==> src/rtl/wabd_pkg.sv <==
package wabd_pkg;

  localparam logic [7:0] OPC_HI    = 8'b0100_0101;
  localparam logic [3:0] OPC_MID   = 4'b1100;
  localparam int         NUM_SIZES = 3;

  typedef enum logic [1:0] {
    SZ_NONE = 2'b00,
    SZ_H    = 2'b01,
    SZ_S    = 2'b10,
    SZ_D    = 2'b11
  } wabd_size_e;

  typedef struct packed {
    logic       match;
    wabd_size_e size;
    logic       uns;
    logic       top;
  } wabd_dec_t;

  function automatic logic dec_legal(input wabd_dec_t d);
    return d.match && (d.size != SZ_NONE);
  endfunction

endpackage

==> src/rtl/wabd_decode.sv <==
module wabd_decode
  import wabd_pkg::*;
(
  input  logic [31:0] instr,
  output wabd_dec_t   dec,
  output logic        legal
);

  logic unused_reg_fields;
  assign unused_reg_fields = ^{instr[20:16], instr[9:0]};

  always_comb begin
    dec.match = (instr[31:24] == OPC_HI) && !instr[21] && (instr[15:12] == OPC_MID);
    dec.size  = wabd_size_e'(instr[23:22]);
    dec.uns   = instr[11];
    dec.top   = instr[10];
  end

  assign legal = dec_legal(dec);

endmodule

==> src/rtl/wabd_lane.sv <==
module wabd_lane #(
  parameter int NW = 8
) (
  input  logic [2*NW-1:0] a_w,
  input  logic [2*NW-1:0] b_w,
  input  logic [2*NW-1:0] acc_w,
  input  logic            uns,
  input  logic            top,
  output logic [2*NW-1:0] res_w
);

  localparam int W  = 2 * NW;
  localparam int EW = NW + 2;

  function automatic logic [EW-1:0] widen(input logic [NW-1:0] v, input logic u);
    return {{2{~u & v[NW-1]}}, v};
  endfunction

  function automatic logic [EW-1:0] magnitude(input logic [EW-1:0] x, input logic [EW-1:0] y);
    logic [EW-1:0] d;
    d = x - y;
    return d[EW-1] ? (~d + 1'b1) : d;
  endfunction

  logic [NW-1:0] na, nb;
  logic [EW-1:0] mag;

  assign na    = top ? a_w[W-1:NW] : a_w[NW-1:0];
  assign nb    = top ? b_w[W-1:NW] : b_w[NW-1:0];
  assign mag   = magnitude(widen(na, uns), widen(nb, uns));
  assign res_w = acc_w + {{(W-EW){1'b0}}, mag};

endmodule

==> src/rtl/wabd_lane_array.sv <==
module wabd_lane_array #(
  parameter int VLEN = 128,
  parameter int NW   = 8
) (
  input  logic [VLEN-1:0] src_a,
  input  logic [VLEN-1:0] src_b,
  input  logic [VLEN-1:0] acc_vec,
  input  logic            uns,
  input  logic            top,
  output logic [VLEN-1:0] res_vec
);

  localparam int W     = 2 * NW;
  localparam int LANES = VLEN / W;

  for (genvar i = 0; i < LANES; i++) begin : g_lane
    wabd_lane #(.NW(NW)) u_lane (
      .a_w  (src_a[i*W +: W]),
      .b_w  (src_b[i*W +: W]),
      .acc_w(acc_vec[i*W +: W]),
      .uns  (uns),
      .top  (top),
      .res_w(res_vec[i*W +: W])
    );
  end

endmodule

==> src/rtl/wabd_acc_unit.sv <==
module wabd_acc_unit
  import wabd_pkg::*;
#(
  parameter int VLEN = 128
) (
  input  logic            clk,
  input  logic            rst_n,
  input  logic            in_valid,
  output logic            in_ready,
  input  logic [31:0]     instr,
  input  logic [VLEN-1:0] src_a,
  input  logic [VLEN-1:0] src_b,
  input  logic [VLEN-1:0] acc_vec,
  output logic [VLEN-1:0] result_vec,
  output logic            result_valid,
  output logic            illegal
);

  wabd_dec_t       dec;
  logic            legal_w;
  logic            fire_w;
  logic            ready_q;
  logic [VLEN-1:0] res_sz [NUM_SIZES];
  logic [VLEN-1:0] next_vec;

  wabd_decode u_dec (
    .instr(instr),
    .dec  (dec),
    .legal(legal_w)
  );

  for (genvar g = 0; g < NUM_SIZES; g++) begin : g_size
    wabd_lane_array #(.VLEN(VLEN), .NW(8 << g)) u_arr (
      .src_a  (src_a),
      .src_b  (src_b),
      .acc_vec(acc_vec),
      .uns    (dec.uns),
      .top    (dec.top),
      .res_vec(res_sz[g])
    );
  end

  always_comb begin
    case (dec.size)
      SZ_H:    next_vec = res_sz[0];
      SZ_S:    next_vec = res_sz[1];
      SZ_D:    next_vec = res_sz[2];
      default: next_vec = result_vec;
    endcase
  end

  assign in_ready = ready_q;
  assign fire_w   = in_valid && ready_q;

  always_ff @(posedge clk or negedge rst_n) begin
    if (!rst_n) begin
      ready_q      <= 1'b0;
      result_valid <= 1'b0;
      illegal      <= 1'b0;
      result_vec   <= '0;
    end else begin
      ready_q      <= 1'b1;
      result_valid <= fire_w;
      illegal      <= fire_w && !legal_w;
      if (fire_w && legal_w) result_vec <= next_vec;
    end
  end

endmodule

==> config.mk <==
export PLATFORM = sky130hd
export DESIGN_NAME = wabd_acc_unit
export DESIGN_NICKNAME = d
export VERILOG_FILES = /design/src/rtl/wabd_pkg.sv /design/src/rtl/wabd_decode.sv /design/src/rtl/wabd_lane.sv /design/src/rtl/wabd_lane_array.sv /design/src/rtl/wabd_acc_unit.sv
export SDC_FILE = /design/constraint.sdc
export NUM_CORES = 2
export LEC_CHECK = 0
export BUFFER_PORTS_ARGS = -buffer_cell sky130_fd_sc_hd__clkbuf_2
export CAP_MARGIN = 20
export CORE_UTILIZATION = 65
export CTS_CLUSTER_SIZE = 24
export DETAILED_ROUTE_END_ITERATION = 10
export HOLD_SLACK_MARGIN = 0.03
export PLACE_DENSITY = 0.92
export SYNTH_ARGS = -nofsm -noshare
export SYNTH_HDL_FRONTEND = slang
export SYNTH_SLANG_ARGS = --single-unit
==> constraint.sdc <==
create_clock -name clk -period 4.4 [get_ports clk]
set_clock_uncertainty 0.05 [all_clocks]
set_input_delay 0.88 -clock clk [delete_from_list [all_inputs] [get_ports clk]]
set_output_delay 0.88 -clock clk [all_outputs]
set_load 0.005 [all_outputs]
==> report_table.html, run 1 <==
<table>
<tr><th>Metric</th><th>Value</th></tr>
<tr><th colspan="2">Outcome</th></tr>
<tr><td>Status</td><td>stopped before the end</td></tr>
<tr><td>Stage at which the flow ended</td><td>clock tree synthesis</td></tr>
<tr><td>Error that halted the flow</td><td>[ERROR DPL-0038] Utilization greater than 100%, impossible to legalize</td></tr>
<tr><th colspan="2">CTS</th></tr>
<tr><td>Post-CTS setup buffers</td><td>100</td></tr>
<tr><td>Number of hold buffers added after CTS</td><td>0</td></tr>
<tr><td># H-tree levels</td><td>4</td></tr>
<tr><td>Resized Gates After CTS</td><td>464</td></tr>
<tr><td>Master cell of the clock root buffer</td><td>clkbuf_16</td></tr>
<tr><td>Clk sinks</td><td>131</td></tr>
<tr><td>Total clock buffers created by CTS</td><td>17</td></tr>
<tr><td>Number of buffers on the longest clock path</td><td>2</td></tr>
<tr><th colspan="2">Yosys</th></tr>
<tr><td>Most used flip-flop cell after synthesis</td><td>dfrtp_1</td></tr>
<tr><td>Combined area of all synthesized cells</td><td>36,270 um2</td></tr>
<tr><td>Mean instance size in the synthesized netlist</td><td>7.050 um2</td></tr>
<tr><td>Post-synth net total</td><td>6,034</td></tr>
<tr><td>Leading area contributor after synthesis</td><td>ha_1</td></tr>
<tr><td>Cell types occupying the most area after synthesis</td><td>ha_1 15%, xnor2_1 9.1%, dfrtp_1 9.0%</td></tr>
<tr><td>Post-synthesis xor/xnor area fraction</td><td>14.89%</td></tr>
<tr><td>Combinational family with the most area after synthesis</td><td>compound AO/OA/AOI/OAI gates</td></tr>
<tr><td>Multiplexer share of the synthesized area</td><td>2.411%</td></tr>
<tr><td>Sequential area share after synthesis</td><td>9.037%</td></tr>
<tr><td>Post-synthesis share of cell area spent on and, or, nand and nor gates</td><td>23.57%</td></tr>
<tr><td>FF+latch count, synth</td><td>131</td></tr>
<tr><td>Adder-cell share of the synthesized area</td><td>16.79%</td></tr>
<tr><td>Area fraction in compound gates after synthesis</td><td>28.66%</td></tr>
<tr><td>Post-Synthesis Cells</td><td>5,145</td></tr>
<tr><td>Yosys Warn Count</td><td>0</td></tr>
<tr><td>Async S/R FF share, synth</td><td>100.0%</td></tr>
<tr><td>Number of synthesized flops with an enable pin</td><td>0</td></tr>
<tr><td>Count of cell types in the netlist</td><td>111</td></tr>
<tr><td>Top-area cell type share of the netlist area</td><td>15.25%</td></tr>
<tr><th colspan="2">Die</th></tr>
<tr><td>Die height</td><td>238.2 um</td></tr>
<tr><td>Starting Density</td><td>65.84%</td></tr>
<tr><td>Number of top-level design ports</td><td>550</td></tr>
<tr><td>Placement Rows</td><td>86</td></tr>
<tr><td>Die X-Extent</td><td>238.2 um</td></tr>
<tr><th colspan="2">Placed design</th></tr>
<tr><td>Placed cell count</td><td>7,865</td></tr>
<tr><td>Port buffer count</td><td>534</td></tr>
<tr><td>Placed Instance Area</td><td>52,500 um2</td></tr>
<tr><td>RePlAce Congestion</td><td>1.229</td></tr>
<tr><td>HPWL after detailed placement</td><td>184.2 mm</td></tr>
</table>
## kinds of logic after synthesis
group,Yosys count
AO/OA/AOI/OAI,1634
other,1
flip-flops,131
adder cells (fa/ha/maj),470
AND/OR/NAND/NOR,1771
buffers and inverters,437
XOR/XNOR,616
multiplexers,85
## cell usage after synthesis (all sizes together), types with 115 or more instances
library cell,n
xor2,239
a21o,152
nor2b,147
nand2,604
o21ai,356
nor2,393
xnor2,377
dfrtp,131
ha,442
clkbuf,166
a21oi,554
inv,235
nand2b,115
## per-stage QoR
step	setup WS, ps	utilization, %
2_1_floorplan	-2360	-
3_3_place_gp	-2379	95.30
3_5_place_dp	-3593	95.30
==> run 2: changes to the inputs <==
--- a/config.mk
+++ b/config.mk
@@ -7,11 +7,9 @@
 export LEC_CHECK = 0
 export BUFFER_PORTS_ARGS = -buffer_cell sky130_fd_sc_hd__clkbuf_2
 export CAP_MARGIN = 20
-export CORE_UTILIZATION = 65
-export CTS_CLUSTER_SIZE = 24
+export CORE_UTILIZATION = 40
 export DETAILED_ROUTE_END_ITERATION = 10
-export HOLD_SLACK_MARGIN = 0.03
-export PLACE_DENSITY = 0.92
+export PLACE_DENSITY_LB_ADDON = 0.15
 export SYNTH_ARGS = -nofsm -noshare
 export SYNTH_HDL_FRONTEND = slang
 export SYNTH_SLANG_ARGS = --single-unit
==> report_table.html, run 2 <==
<table>
<tr><th>Metric</th><th>Value</th></tr>
<tr><th colspan="2">Yosys</th></tr>
<tr><td>Combined area of all synthesized cells</td><td>36,270 um2</td></tr>
<tr><td>Count of cell types in the netlist</td><td>111</td></tr>
<tr><td>Mean instance size in the synthesized netlist</td><td>7.050 um2</td></tr>
<tr><td>Leading area contributor after synthesis</td><td>ha_1</td></tr>
<tr><td>Post-synth net total</td><td>6,034</td></tr>
<tr><td>Async S/R FF share, synth</td><td>100.0%</td></tr>
<tr><td>Yosys Warn Count</td><td>0</td></tr>
<tr><td>Count leader, synth</td><td>nand2_1</td></tr>
<tr><td>Number of synthesized flops with an enable pin</td><td>0</td></tr>
<tr><td>FF+latch count, synth</td><td>131</td></tr>
<tr><td>Cell types occupying the most area after synthesis</td><td>ha_1 15%, xnor2_1 9.1%, dfrtp_1 9.0%</td></tr>
<tr><td>Most used flip-flop cell after synthesis</td><td>dfrtp_1</td></tr>
<tr><td>Synth cell count leaders</td><td>604 x nand2_1, 552 x a21oi_1, 442 x ha_1</td></tr>
<tr><td>Sequential area share after synthesis</td><td>9.037%</td></tr>
<tr><td>Top-area cell type share of the netlist area</td><td>15.25%</td></tr>
<tr><td>Post-Synthesis Cells</td><td>5,145</td></tr>
<tr><th colspan="2">Die</th></tr>
<tr><td>Starting Density</td><td>40.36%</td></tr>
<tr><td>Area of the die</td><td>91,890 um2</td></tr>
<tr><td>Number of top-level design ports</td><td>550</td></tr>
<tr><td>Die X-Extent</td><td>303.1 um</td></tr>
<tr><td>Die height</td><td>303.1 um</td></tr>
<tr><td>Placement Rows</td><td>110</td></tr>
<tr><td>Area of the core</td><td>89,870 um2</td></tr>
<tr><th colspan="2">Placed design</th></tr>
<tr><td>RePlAce Congestion</td><td>1.080</td></tr>
<tr><td>HPWL after detailed placement</td><td>150.8 mm</td></tr>
<tr><td>Port buffer count</td><td>534</td></tr>
<tr><th colspan="2">Detailed routing</th></tr>
<tr><td>Vias/cell</td><td>5.608</td></tr>
<tr><td>DRC</td><td>0</td></tr>
<tr><td>Routed via count</td><td>48,810</td></tr>
<tr><td>First-pass iteration count of the detailed router</td><td>7</td></tr>
<tr><td>DRC marker count from the first detailed-route iteration</td><td>4,400</td></tr>
<tr><td>Wire length per cell</td><td>21.18 um</td></tr>
<tr><td>Routed Antenna Nets</td><td>0</td></tr>
<tr><td>Final wirelength</td><td>184.3 mm</td></tr>
<tr><th colspan="2">Job</th></tr>
<tr><td>Max-cap violation count</td><td>0</td></tr>
<tr><th colspan="2">Critical path</th></tr>
<tr><td>Worst Path Required</td><td>4760 ps</td></tr>
<tr><td>Slowest Stage Delay on Critical Path</td><td>540 ps</td></tr>
<tr><td>Number of buffers and inverters on the critical path</td><td>6</td></tr>
<tr><td>Arrival time at the worst endpoint</td><td>6810 ps</td></tr>
<tr><td>Crit path max-delay family</td><td>simple AND/OR/NAND/NOR gates</td></tr>
<tr><td>CP Max Fanout</td><td>6</td></tr>
<tr><td>CP Capture Type</td><td>register</td></tr>
<tr><td>Critical Path Start Type</td><td>input pin</td></tr>
<tr><td>Worst Path Class, Setup</td><td>input pin to register</td></tr>
<tr><td>Critical-path top delay cell</td><td>or4_4</td></tr>
<tr><th colspan="2">Timing</th></tr>
<tr><td>Final hold violations</td><td>0</td></tr>
<tr><td>Slew HR</td><td>43.86%</td></tr>
<tr><td>Max-slew violation total from the final report</td><td>0</td></tr>
<tr><td>Final setup violation count</td><td>126</td></tr>
<tr><td>Final Worst Setup Slack</td><td>-2055 ps</td></tr>
<tr><td>Worst Tran Pin Value</td><td>836.1 ps</td></tr>
<tr><td>Final worst-path cycle share</td><td>146.7%</td></tr>
<tr><td>Min Tclk post-route</td><td>6455 ps</td></tr>
<tr><td>RSZ-0062 raised after global routing</td><td>yes</td></tr>
<tr><td>Maximum clock frequency</td><td>154.9 MHz</td></tr>
<tr><th colspan="2">Final layout</th></tr>
<tr><td>Largest register by flop count</td><td>result_vec</td></tr>
<tr><td>Filler instances</td><td>7,628</td></tr>
<tr><td>Register cell area after layout</td><td>3278 um2</td></tr>
<tr><td>Fraction of layout cells with a size suffix above 1</td><td>46.33%</td></tr>
<tr><td>Most frequent standard cell in the layout excluding fill and tap cells</td><td>buf_4</td></tr>
<tr><td>Final cell utilization of the core</td><td>68.82%</td></tr>
<tr><td>Number of nets in the final layout</td><td>8,394</td></tr>
<tr><td>Multi-input gate area in the final layout</td><td>36,810 um2</td></tr>
<tr><td>Largest register FFs</td><td>128</td></tr>
<tr><td>Area Growth Syn to Fin</td><td>70.51%</td></tr>
<tr><td>Most frequent cells in the layout</td><td>1,867 x buf_4, 540 x nand2_1, 529 x clkbuf_2</td></tr>
<tr><th colspan="2">CTS</th></tr>
<tr><td>Clk Latency, worst-skew pair</td><td>470 ps</td></tr>
<tr><td>Number of buffers on the longest clock path</td><td>2</td></tr>
<tr><td>Clk sinks</td><td>131</td></tr>
<tr><td>Register clock-pin slew on the reported worst setup and hold paths</td><td>70 ps</td></tr>
<tr><td># H-tree levels</td><td>4</td></tr>
<tr><td>Total clock buffers created by CTS</td><td>17</td></tr>
<tr><td>Clock tree from TritonCTS</td><td>done</td></tr>
<tr><td>Number of hold buffers added after CTS</td><td>0</td></tr>
<tr><td>Master cell of the clock root buffer</td><td>clkbuf_16</td></tr>
<tr><th colspan="2">Global routing</th></tr>
<tr><td>Total GRT Usage</td><td>37.61%</td></tr>
<tr><td>Pin count of the biggest net entering global routing</td><td>83</td></tr>
<tr><td>Vias in the first global route</td><td>44,530</td></tr>
<tr><td>Initial antenna violation count</td><td>17</td></tr>
<tr><td>Wire length of the first global-routing pass</td><td>263.5 mm</td></tr>
<tr><td>Total overflow reported by the global router</td><td>0</td></tr>
<tr><th colspan="2">Power</th></tr>
<tr><td>Total power after layout</td><td>0.02783 W</td></tr>
<tr><td>Max IR drop VDD</td><td>314.9 uV</td></tr>
<tr><td>Leakage Power</td><td>30.30 nW</td></tr>
<tr><td>Power density relative to cell area</td><td>449.9 nW/um2</td></tr>
<tr><th colspan="2">Outcome</th></tr>
<tr><td>Status</td><td>finished, violations left</td></tr>
<tr><td>Failing checks</td><td>setup timing</td></tr>
<tr><th colspan="2">Min path</th></tr>
<tr><td>Tightest Hold Check Type</td><td>input pin to asynchronous set/reset pin</td></tr>
</table>
==> run 2: logic make-up (layout without fill, tap and decap cells) <==
logic type,count (synthesis),after routing,synth area share (%)
fa+ha+maj,470,470,16.79
other cells,1,12,0.01034
compound gates,1634,1635,28.66
mux,85,85,2.411
flops,131,131,9.037
buf+inv,437,2809,4.629
simple gates,1771,1771,23.57
xor+xnor,616,616,14.89
==> run 2: routing by layer <==
layer,GRT usage [%],routed length [um],share of wire [%]
met5,0,54,0.029
met4,12.43,6760,3.7
met3,5.504,17430,9.5
met2,54.11,75680,41
met1,56.38,84410,46
==> run 2: area by class of cell <==
class | instances | share of cell area, %
Sequential cell | 131 | 5.300
Clock buffer | 18 | 0.6939
Antenna cell | 11 | 0.04450
Timing Repair Buffer | 2541 | 30.38
Clock inverter | 14 | 0.2488
Tap cell | 1176 | 2.379
Inverter | 236 | 1.432
Multi-Input combinational cell | 4578 | 59.52
==> run 2: stage by stage <==
stage                     setup slack, ps  instances  cell area (um2)  setup TNS, ps  hold slack [ps]
final                               -2055       8705            61850        -198100            421.3
after global routing                -2313       8701            61840        -226660            465.0
after CTS                           -1885       8612            59020        -179460            437.9
after detailed placement            -2875       8439            54250        -287250            419.1
after global placement              -2725       8439            54250        -274830            407.1
after floorplan                     -2360       5145            37650        -215820            412.8
==> run 2: power by group <==
part	internal, W	total (W)	switching, W
clock	0.000840	0.00155	0.000711
sequential	0.00121	0.00121	0.00000223
combinational	0.0127	0.0251	0.0124
total	0.0147	0.0278	0.0131
==> run 2: timing repair <==
action	CTS	global route
setup buffers	137	91
resized for setup	629	448
gates cloned	13	2
endpoints found under the setup margin	126	126
pin swaps	340	307
==> run 2: path summary, 6_finish.rpt <==
kind | from | endpoint | slack, ps | cells past startpoint
max | instr[10] | result_vec[57] | -2060 | 28
min in group clk | result_vec[19] | result_vec[19] | 430 | 2
min | rst_n | result_vec[89] | 420 | 1
min reg2reg | result_vec[19] | result_vec[19] | 430 | 2
max reg2reg | in_ready | result_vec[13] | 2200 | 7
max in group asynchronous | rst_n | result_vec[8] | 2940 | 2
No activity file was read; power rests on OpenSTA's default activity.
